### src/rtl/i2cs_pkg.sv
package i2cs_pkg;
  localparam int BYTE_W = 8;
  localparam int CNT_W  = $clog2(BYTE_W + 1);

  typedef enum logic [2:0] {
    ST_IDLE,
    ST_ADDR,
    ST_DATA,
    ST_ACKW,
    ST_HOLD,
    ST_SKIP
  } rxState_t;

  typedef struct packed {
    logic shiftEn;
    logic clrCnt;
    logic latchRx;
    logic setXfer;
    logic setStop;
  } dpStrobe_t;
endpackage

### src/rtl/i2cs_filter.sv
module i2cs_filter #(
  parameter int FILT_LEN = 4
) (
  input  logic clk,
  input  logic rstN,
  input  logic lineIn,
  output logic level,
  output logic rise,
  output logic fall
);
  localparam int FCW = $clog2(FILT_LEN + 1);

  logic [1:0]     syncQ;
  logic [FCW-1:0] stableCnt;

  always_ff @(posedge clk or negedge rstN) begin
    if (!rstN) begin
      syncQ     <= 2'b11;
      level     <= 1'b1;
      stableCnt <= '0;
      rise      <= 1'b0;
      fall      <= 1'b0;
    end else begin
      syncQ <= {syncQ[0], lineIn};
      rise  <= 1'b0;
      fall  <= 1'b0;
      if (syncQ[1] != level) begin
        if (stableCnt == FCW'(FILT_LEN - 1)) begin
          level     <= syncQ[1];
          rise      <= syncQ[1];
          fall      <= !syncQ[1];
          stableCnt <= '0;
        end else begin
          stableCnt <= stableCnt + 1'b1;
        end
      end else begin
        stableCnt <= '0;
      end
    end
  end

  // a filtered edge must follow a full run of agreeing samples
  AST_EDGE_AFTER_RUN: assert property (@(posedge clk) disable iff (!rstN)
    (rise || fall) |-> $past(syncQ[1]) == level)
    else $error("filter edge without stable input");
endmodule

### src/rtl/i2cs_datapath.sv
module i2cs_datapath
  import i2cs_pkg::*;
(
  input  logic              clk,
  input  logic              rstN,
  input  dpStrobe_t         strb,
  input  logic              sdaLevel,
  input  logic              shiftWrEn,
  input  logic [BYTE_W-1:0] shiftWrData,
  input  logic              causeRead,
  output logic [CNT_W-1:0]  bitCnt,
  output logic [BYTE_W-1:0] shiftByte,
  output logic [BYTE_W-1:0] rxData,
  output logic              irq,
  output logic              irqCause
);
  always_ff @(posedge clk or negedge rstN) begin
    if (!rstN) begin
      bitCnt <= '0;
    end else if (strb.clrCnt) begin
      bitCnt <= '0;
    end else if (strb.shiftEn) begin
      bitCnt <= bitCnt + 1'b1;
    end
  end

  always_ff @(posedge clk or negedge rstN) begin
    if (!rstN) begin
      shiftByte <= '0;
    end else if (shiftWrEn) begin
      shiftByte <= shiftWrData;
    end else if (strb.shiftEn) begin
      shiftByte <= {shiftByte[BYTE_W-2:0], sdaLevel};
    end
  end

  always_ff @(posedge clk or negedge rstN) begin
    if (!rstN) begin
      rxData <= '0;
    end else if (strb.latchRx) begin
      rxData <= shiftByte;
    end
  end

  always_ff @(posedge clk or negedge rstN) begin
    if (!rstN) begin
      irq      <= 1'b0;
      irqCause <= 1'b0;
    end else if (strb.setStop) begin
      irq      <= 1'b1;
      irqCause <= 1'b1;
    end else if (strb.setXfer) begin
      irq      <= 1'b1;
      irqCause <= 1'b0;
    end else if (causeRead) begin
      irq <= 1'b0;
    end
  end

  AST_CNT_LIMIT: assert property (@(posedge clk) disable iff (!rstN)
    bitCnt <= CNT_W'(BYTE_W))
    else $error("bit count past byte width");

  AST_STOP_FLAG: assert property (@(posedge clk) disable iff (!rstN)
    strb.setStop |=> irq && irqCause)
    else $error("stop did not flag interrupt");

  AST_READ_CLEARS: assert property (@(posedge clk) disable iff (!rstN)
    causeRead && !strb.setStop && !strb.setXfer |=> !irq)
    else $error("read did not clear interrupt");
endmodule

### src/rtl/i2cs_ctrl.sv
module i2cs_ctrl
  import i2cs_pkg::*;
#(
  parameter logic [6:0] OWN_ADDR = 7'h50
) (
  input  logic              clk,
  input  logic              rstN,
  input  logic              sclLevel,
  input  logic              sclRise,
  input  logic              sclFall,
  input  logic              sdaRise,
  input  logic              sdaFall,
  input  logic [CNT_W-1:0]  bitCnt,
  input  logic [BYTE_W-1:0] shiftByte,
  input  logic              ackEnable,
  input  logic              waitRelease,
  input  logic              shiftWrEn,
  input  logic [BYTE_W-1:0] shiftWrData,
  output dpStrobe_t         strb,
  output logic              sclOe,
  output logic              sdaOe
);
  rxState_t st, stNext;
  logic     sclOeNext, sdaOeNext;
  logic     startDet, stopDet, byteDone, addrHit, releaseReq;

  assign startDet   = sdaFall && sclLevel;
  assign stopDet    = sdaRise && sclLevel;
  assign byteDone   = sclFall && (bitCnt == CNT_W'(BYTE_W));
  assign addrHit    = (shiftByte[BYTE_W-1:1] == OWN_ADDR) && !shiftByte[0];
  assign releaseReq = waitRelease || (shiftWrEn && (shiftWrData == '1));

  always_comb begin
    stNext    = st;
    sclOeNext = sclOe;
    sdaOeNext = sdaOe;
    strb      = '0;
    if (startDet) begin
      stNext      = ST_ADDR;
      strb.clrCnt = 1'b1;
      sclOeNext   = 1'b0;
      sdaOeNext   = 1'b0;
    end else if (stopDet) begin
      stNext       = ST_IDLE;
      strb.setStop = 1'b1;
      sclOeNext    = 1'b0;
      sdaOeNext    = 1'b0;
    end else begin
      case (st)
        ST_ADDR, ST_DATA: begin
          if (sclRise && (bitCnt < CNT_W'(BYTE_W))) strb.shiftEn = 1'b1;
          if (byteDone) begin
            if (st == ST_ADDR && !addrHit) begin
              stNext = ST_SKIP;
            end else begin
              strb.latchRx = 1'b1;
              sdaOeNext    = ackEnable;
              stNext       = ST_ACKW;
            end
          end
        end
        ST_ACKW: begin
          if (sclFall) begin
            sdaOeNext    = 1'b0;
            sclOeNext    = 1'b1;
            strb.setXfer = 1'b1;
            stNext       = ST_HOLD;
          end
        end
        ST_HOLD: begin
          if (releaseReq) begin
            sclOeNext   = 1'b0;
            strb.clrCnt = 1'b1;
            stNext      = ST_DATA;
          end
        end
        default: ;
      endcase
    end
  end

  always_ff @(posedge clk or negedge rstN) begin
    if (!rstN) begin
      st    <= ST_IDLE;
      sclOe <= 1'b0;
      sdaOe <= 1'b0;
    end else begin
      st    <= stNext;
      sclOe <= sclOeNext;
      sdaOe <= sdaOeNext;
    end
  end

  AST_START_FREES_SDA: assert property (@(posedge clk) disable iff (!rstN)
    startDet |=> !sdaOe && st == ST_ADDR)
    else $error("start did not release SDA");

  AST_ACK_WINDOW: assert property (@(posedge clk) disable iff (!rstN)
    sdaOe |-> st == ST_ACKW)
    else $error("SDA driven outside ACK slot");

  AST_PULSE_RELEASE: assert property (@(posedge clk) disable iff (!rstN)
    st == ST_HOLD && waitRelease && !startDet && !stopDet |=> !sclOe)
    else $error("wait release ignored");

  AST_ONES_RELEASE: assert property (@(posedge clk) disable iff (!rstN)
    st == ST_HOLD && shiftWrEn && shiftWrData == '1 && !startDet && !stopDet |=> !sclOe)
    else $error("all-ones write did not release");

  AST_SKIP_SILENT: assert property (@(posedge clk) disable iff (!rstN)
    st == ST_SKIP |-> !sclOe && !sdaOe)
    else $error("unaddressed slave drove the bus");
endmodule

### src/rtl/i2cs_rx.sv
module i2cs_rx
  import i2cs_pkg::*;
#(
  parameter int         FILT_LEN = 4,
  parameter logic [6:0] OWN_ADDR = 7'h50
) (
  input  logic              clk,
  input  logic              rstN,
  input  logic              sclIn,
  input  logic              sdaIn,
  output logic              sclOe,
  output logic              sdaOe,
  input  logic              ackEnable,
  input  logic              waitRelease,
  input  logic              shiftWrEn,
  input  logic [BYTE_W-1:0] shiftWrData,
  input  logic              causeRead,
  output logic [BYTE_W-1:0] rxData,
  output logic              irq,
  output logic              irqCause
);
  localparam int N_LINES = 2;

  logic [N_LINES-1:0] rawLine, lvl, rEdge, fEdge;
  logic [CNT_W-1:0]   bitCnt;
  logic [BYTE_W-1:0]  shiftByte;
  dpStrobe_t          strb;

  assign rawLine = {sdaIn, sclIn};

  for (genvar g = 0; g < N_LINES; g++) begin : gLineFilt
    i2cs_filter #(.FILT_LEN(FILT_LEN)) u_filt (
      .clk    (clk),
      .rstN   (rstN),
      .lineIn (rawLine[g]),
      .level  (lvl[g]),
      .rise   (rEdge[g]),
      .fall   (fEdge[g])
    );
  end

  i2cs_ctrl #(.OWN_ADDR(OWN_ADDR)) u_ctrl (
    .clk         (clk),
    .rstN        (rstN),
    .sclLevel    (lvl[0]),
    .sclRise     (rEdge[0]),
    .sclFall     (fEdge[0]),
    .sdaRise     (rEdge[1]),
    .sdaFall     (fEdge[1]),
    .bitCnt      (bitCnt),
    .shiftByte   (shiftByte),
    .ackEnable   (ackEnable),
    .waitRelease (waitRelease),
    .shiftWrEn   (shiftWrEn),
    .shiftWrData (shiftWrData),
    .strb        (strb),
    .sclOe       (sclOe),
    .sdaOe       (sdaOe)
  );

  i2cs_datapath u_dp (
    .clk         (clk),
    .rstN        (rstN),
    .strb        (strb),
    .sdaLevel    (lvl[1]),
    .shiftWrEn   (shiftWrEn),
    .shiftWrData (shiftWrData),
    .causeRead   (causeRead),
    .bitCnt      (bitCnt),
    .shiftByte   (shiftByte),
    .rxData      (rxData),
    .irq         (irq),
    .irqCause    (irqCause)
  );

  AST_HOLD_RAISES_IRQ: assert property (@(posedge clk) disable iff (!rstN)
    $rose(sclOe) |-> irq && !irqCause)
    else $error("stretch without transfer interrupt");
endmodule

### config.mk
export PLATFORM = sky130hd
export DESIGN_NAME = i2cs_rx
export DESIGN_NICKNAME = d
export VERILOG_FILES = /design/src/rtl/i2cs_pkg.sv /design/src/rtl/i2cs_filter.sv /design/src/rtl/i2cs_datapath.sv /design/src/rtl/i2cs_ctrl.sv /design/src/rtl/i2cs_rx.sv
export SDC_FILE = /design/constraint.sdc
export NUM_CORES = 1
export LEC_CHECK = 0
export ABC_AREA = 0
export BUFFER_PORTS_ARGS = -buffer_cell sky130_fd_sc_hd__buf_2
export CAP_MARGIN = 20
export CORE_MARGIN = 1
export CORE_UTILIZATION = 29
export CTS_CLUSTER_SIZE = 10
export DETAILED_ROUTE_END_ITERATION = 8
export GPL_TIMING_DRIVEN = 0
export RECOVER_POWER = 25
export SLEW_MARGIN = 20
export SYNTH_ARGS = -nofsm -noshare
export SYNTH_HDL_FRONTEND = slang
export SYNTH_SLANG_ARGS = --single-unit
### constraint.sdc
create_clock -name clk -period 2 [get_ports clk]
set_input_delay 0.4 -clock clk [delete_from_list [all_inputs] [get_ports clk]]
set_output_delay 0.4 -clock clk [all_outputs]
set_load 0.02 [all_outputs]
=== Yosys cells after proc, flatten, opt, wreduce, memory -nomap -nowiden ===
Index checks and enable logic that the tools add are counted.

* $add $sub $neg: 3
* Magnitude comparators: 1
* Reductions and logical operators: 25
* Equality and inequality tests: 15
* Multiplexer cells: 53

{| class="wikitable"
|+ Operator list
! kind !! count
|-
| $mux W1 || 34
|-
| $mux W3 || 11
|-
| $mux W8 || 2
|-
| $eq A3 B2 Y1 const B || 4
|-
| $mux W4 || 3
|-
| $pmux W3 S3 || 1
|-
| $eq A8 B8 Y1 const B || 1
|-
| $ne A4 B1 Y1 const B || 2
|-
| $ne A4 B2 Y1 const B || 2
|-
| $reduce_and A4 Y1 || 2
|-
| $reduce_bool A4 Y1 || 2
|-
| $eq A7 B7 Y1 const B || 1
|-
| $logic_and A1 B1 Y1 || 7
|-
| $add A3 B1 Y3 const B || 2
|-
| $reduce_bool A2 Y1 || 3
|-
| $reduce_bool A5 Y1 || 1
|-
| $add A4 B1 Y4 const B || 1
|-
| $eq A4 B4 Y1 const B || 1
|-
| $logic_not A1 Y1 || 4
|-
| $lt A4 B4 Y1 const B || 1
|-
| $pmux W1 S2 || 2
|-
| $reduce_and A2 Y1 || 2
|-
| $eq A3 B1 Y1 const B || 1
|-
| $eq A3 B3 Y1 const B || 1
|-
| other kinds (5) || 6
|}

* Word-level logic and storage cells: 115
* Input bits: 16
* Flip-flop bits (word level): 43
* Output and inout bits: 12

=== Logic depth before layout (Yosys ltp) ===
* Depth in word-level cells: 11
* Gate-level depth with buffers: 7

=== Hierarchy ===
A second synthesis with hierarchy kept.

* Cells, all modules: 168
* Area total of the unflattened synthesis: 2016.9 um^2

{| class="wikitable"
|+ Modules (own cells, without submodules)
! module !! instances !! seq. area each (um^2) !! area each (um^2) !! cells an instance
|-
| i2cs_datapath || 1 || 550.5 || 948.4 || 75
|-
| i2cs_filter || 2 || 203.9 || 289.0 || 17
|-
| i2cs_ctrl || 1 || 125.1 || 490.5 || 59
|}

=== Worst setup path after synthesis ===
OpenSTA, ideal clock, no wires.

* Path type: register to register
* Start: reg gLineFilt[1].u_filt.rise
* End: reg u_dp.rxData[0]
* Path buffers: 1
* Data required time: 1.875 ns
* Library setup time: 0.125 ns
* Slack: 0.211 ns
* Stages on the path, launching flop included: 6
* Clock period less this slack: 1.789 ns
* Arrival: 1.664 ns
* Path through: dfrtp_1 o21a_1 or3_1 a311o_1 buf_6 mux2_4

* Cells in the longest elaborated chain, start to end: 3

{| class="wikitable"
|+ RTL lines
! element !! RTL line !! RTL
|-
| start, declared || i2cs_filter.sv:8 || <nowiki>output logic rise,</nowiki>
|-
| start signal, assigned || i2cs_filter.sv:30 || <nowiki>rise <= syncQ[1];</nowiki>
|-
| $logic_and A1 B1 Y1 || i2cs_ctrl.sv:28 || <nowiki>assign stopDet = sdaRise && sclLevel;</nowiki>
|-
| $mux W4 || i2cs_ctrl.sv:43 || <nowiki>end else if (stopDet) begin</nowiki>
|-
| $mux W3 || i2cs_ctrl.sv:38 || <nowiki>if (startDet) begin</nowiki>
|-
| end signal, assigned || i2cs_datapath.sv:41 || <nowiki>rxData <= shiftByte;</nowiki>
|-
| end, declared || i2cs_datapath.sv:13 || <nowiki>output logic [BYTE_W-1:0] rxData,</nowiki>
|}

No other way between the ends.
A chain may end at the register's enable or synchronous reset.

=== Worst setup path in the final report ===
* Start: reg gLineFilt[1].u_filt.fall
* End: reg u_dp.rxData[1]

* Cells in the longest elaborated chain, start to end: 2

{| class="wikitable"
|+ RTL lines
! element !! RTL line !! RTL
|-
| start, declared || i2cs_filter.sv:9 || <nowiki>output logic fall</nowiki>
|-
| start signal, assigned || i2cs_filter.sv:31 || <nowiki>fall <= !syncQ[1];</nowiki>
|-
| $logic_and A1 B1 Y1 || i2cs_ctrl.sv:27 || <nowiki>assign startDet = sdaFall && sclLevel;</nowiki>
|-
| $mux W3 || i2cs_ctrl.sv:38 ||
|}

No other way between the ends.

==> metrics <==
status=completed; largest net degree at the start of global routing=44; post-layout min period=1.932 ns; global-route usage over all layers=0.1140; fin cells=around 280; setup TNS=0 ns; Initial DRT Pass Iterations=7; commonest non-fill, non-tap cell in the layout=dfrtp_1; max-slew violations=0; Synthesis Warnings=0; crit path DAT=between 2 and 2.5 ns; PwrDens=950.1 nW/um^2; Avg Cell Area, Syn=12.06 um^2; combinational power share=0.224; reg-to-reg setup timing slack=roughly 0.07 ns; CTS tree=done; die area=just over 7000 um^2; CP max stage cell=dfrtp_1; Antenna Diode Count=0; Port Buffers=27; Post-DRT Antenna Nets=0; Final Instance Area=2335 um^2; Internal Power=1.534 mW; drt total wl=between 3 and 4 mm; EDFF count, synth=0; crit-path cells=o21a_1 > or3_1 > a311o_1 > buf_6 > mux2_4; first-pass GRT wire length=6.361 mm; WHS=0.1966 ns; library cells used by synthesis=43; Core Box Area=6495 um^2; Reg clk slew, reported paths=0.08 ns; crit path from=gLineFilt[1].u_filt.fall$_DFF_PN0_; vias in the first global route=roughly 1400; Mapped Cells=165; DR vias/cell=4.848; CTS max path bufs=2; Crit. End Element=flip-flop; DP HPWL=2.670 mm; Worst Setup EP=u_dp.rxData[1]$_DFFE_PN0P_; met1 WL=1.748 mm; synthesized area=about 2000 um^2; WL/cell=13.38 um; RSZ-0062 raised after global routing=no; Max Used Layer=met4; CP Max Fanout=8; Initial Util=0.3063; worst r2r src=gLineFilt[1].u_filt.fall$_DFF_PN0_; CTS buffer count=5; Max Clock Freq=517.6 MHz; Area after DPL=2221 um^2; fin util=0.3595; Finish-stage setup viols=0; Synth Register Bits=43; relative slew slack=0.3160; gpl congestion=0.8263; most frequent cells in the layout=dfrtp_1, buf_2, nand2_1; critical path type=reg2reg; Layout area overhead=17.36%; Inst Count DP=roughly 270; # rows=29; Slew @ Worst Pin=1.026 ns; max cap viols=0; sequential share of power=0.518; # nets final=219; main flop type after synthesis=dfrtp_1; Via Count=1343; critical path startpoint category=flip-flop; Die W=84.83 um; static leakage=between 1 and 1.5 nW; CTS H-tree depth=2; initial antenna violation count=0; Met2 Wirelength=1.751 mm; Req. time, crit path=2.19 ns; Psw=0.6842 mW; total congestion overflow=0; clock root buffer=clkbuf_8; Die Ht=84.83 um; Syn Nets=185; Worst Reg-to-Reg Cells=5; Clk Latency, worst-skew pair=0.30 ns; RR Endpoint=u_dp.rxData[1]$_DFFE_PN0P_; post-synthesis sequential area ratio=0.5447; metal3 WL=111 um; Setup Skew=0.008500 ns; First DRT Iteration DRCs=63; max incr delay on CP=0.44 ns; Net Sw Frac=0.3084; DR DRC count=0; period utilization=0.9659; I/O Pins=28; cts hold-fix bufs=0; Async SR Flop Fraction=1.000; Worst VDD drop=0.0002695 V; CTS Sinks=43; HP Class=in2reg; clock share of power=0.258; share of layout cells above drive strength 1=0.3000; Final Hold Vio Count=0
synth_stat cells (2+ instances only):
library cell	instances	share of area
nand2_1	17	0.032
dfrtp_1	37	0.47
xnor2_1	5	0.022
o21a_1	2	0.0075
mux2i_1	11	0.055
and2_1	2	0.0063
ha_1	4	0.025
mux2_2	4	0.023
nor3b_1	5	0.019
clkbuf_1	2	0.0038
dfstp_2	6	0.079
inv_1	5	0.0094
and3b_1	4	0.018
nand2b_1	3	0.0094
mux2_4	8	0.060
nand4b_1	2	0.0088
a31oi_1	3	0.0094
nor2_1	6	0.011
o21ai_0	11	0.028
nor4_1	3	0.0094
nor2b_1	3	0.0094
timing repair:
item | in CTS | in global routing
resized for setup | 1 | 3
gates cloned | 0 | 0
buffers inserted | 0 | 0
setup endpoints to repair | 8 | 15
how the worst min path moves through the flow:
| stage | start | endpoint | slack, ns | cells after the start |
|---|---|---|---|---|
| floorplan | rstN | gLineFilt[0].u_filt.fall$_DFF_PN0_ | 0.10 | 0 |
| global route | sdaIn | gLineFilt[1].u_filt.syncQ[0]$_DFF_PN1_ | 0.18 | 1 |
| CTS | sclIn | gLineFilt[0].u_filt.syncQ[0]$_DFF_PN1_ | 0.19 | 1 |
| global placement | gLineFilt[0].u_filt.syncQ[0]$_DFF_PN1_ | gLineFilt[0].u_filt.syncQ[1]$_DFF_PN1_ | 0.35 | 0 |
| finish | sclIn | gLineFilt[0].u_filt.syncQ[0]$_DFF_PN1_ | 0.20 | 1 |
| detailed placement | gLineFilt[1].u_filt.syncQ[0]$_DFF_PN1_ | gLineFilt[1].u_filt.syncQ[1]$_DFF_PN1_ | 0.35 | 0 |
metal layers:
layer | up-vias | GRT usage
met5 | - | 0
met4 | 0 | 0.06009
met3 | 9 | 0.03016
met2 | 21 | 0.1833
met1 | 654 | 0.1412
li1 | 659 | -
sequential cells by signal, indices dropped and copies added (netlist names):
name	cells
u_dp.rxData	8
u_dp.bitCnt	4
u_ctrl.sdaOe	1
gLineFilt.u_filt.stableCnt	6
gLineFilt.u_filt.rise	2
u_ctrl.st	3
gLineFilt.u_filt.syncQ	4
gLineFilt.u_filt.level	2
u_dp.irqCause	1
u_dp.irq	1
u_dp.shiftByte	8
gLineFilt.u_filt.fall	2
u_ctrl.sclOe	1
power by group through the flow:
stage                     Clock [mW]  Combinational (mW)  Sequential [mW]
after detailed placement           0               0.498             1.16
after CTS                      0.601               0.502             1.15
after global placement             0               0.484             1.15
after global routing           0.642               0.571             1.17
final                          0.573               0.497             1.15
after floorplan                    0               0.339             1.16
stage by stage:
step	setup slack [ns]	total power, mW
after floorplan	0.2105	1.495
after global placement	-0.01169	1.638
after detailed placement	0.002305	1.660
after CTS	0.06602	2.250
after global routing	0.001256	2.387
final	0.06812	2.218
critical path: cells and delay by family (launching register included):
family	cells	cell delay, ns
buffers and inverters	1	0.15
DFF	1	0.44
and+or+nand+nor	1	0.37
AOI/OAI and AO/OA	2	0.57
muxes	1	0.30
layout make-up:
type | instances | area [um^2]
buffer | 5 | 31.28
clock buffer | 7 | 86.33
clock inverter | 1 | 8.758
fill | 642 | 4160
inverter | 5 | 18.77
multi-input combinational | 112 | 874.6
sequential | 43 | 1084
tap | 77 | 96.34
timing repair buffer | 27 | 135.1
cells by family after synthesis:
logic type / Yosys count / share of synthesized area
AO/OA/AOI/OAI: 26 / 0.08931
XOR/XNOR: 5 / 0.02201
adder cells (fa/ha/maj): 4 / 0.02516
buffers and inverters: 10 / 0.02516
flip-flops: 43 / 0.5447
multiplexers: 23 / 0.1384
AND/OR/NAND/NOR: 54 / 0.1554
No activity file was read; power rests on OpenSTA's default activity.
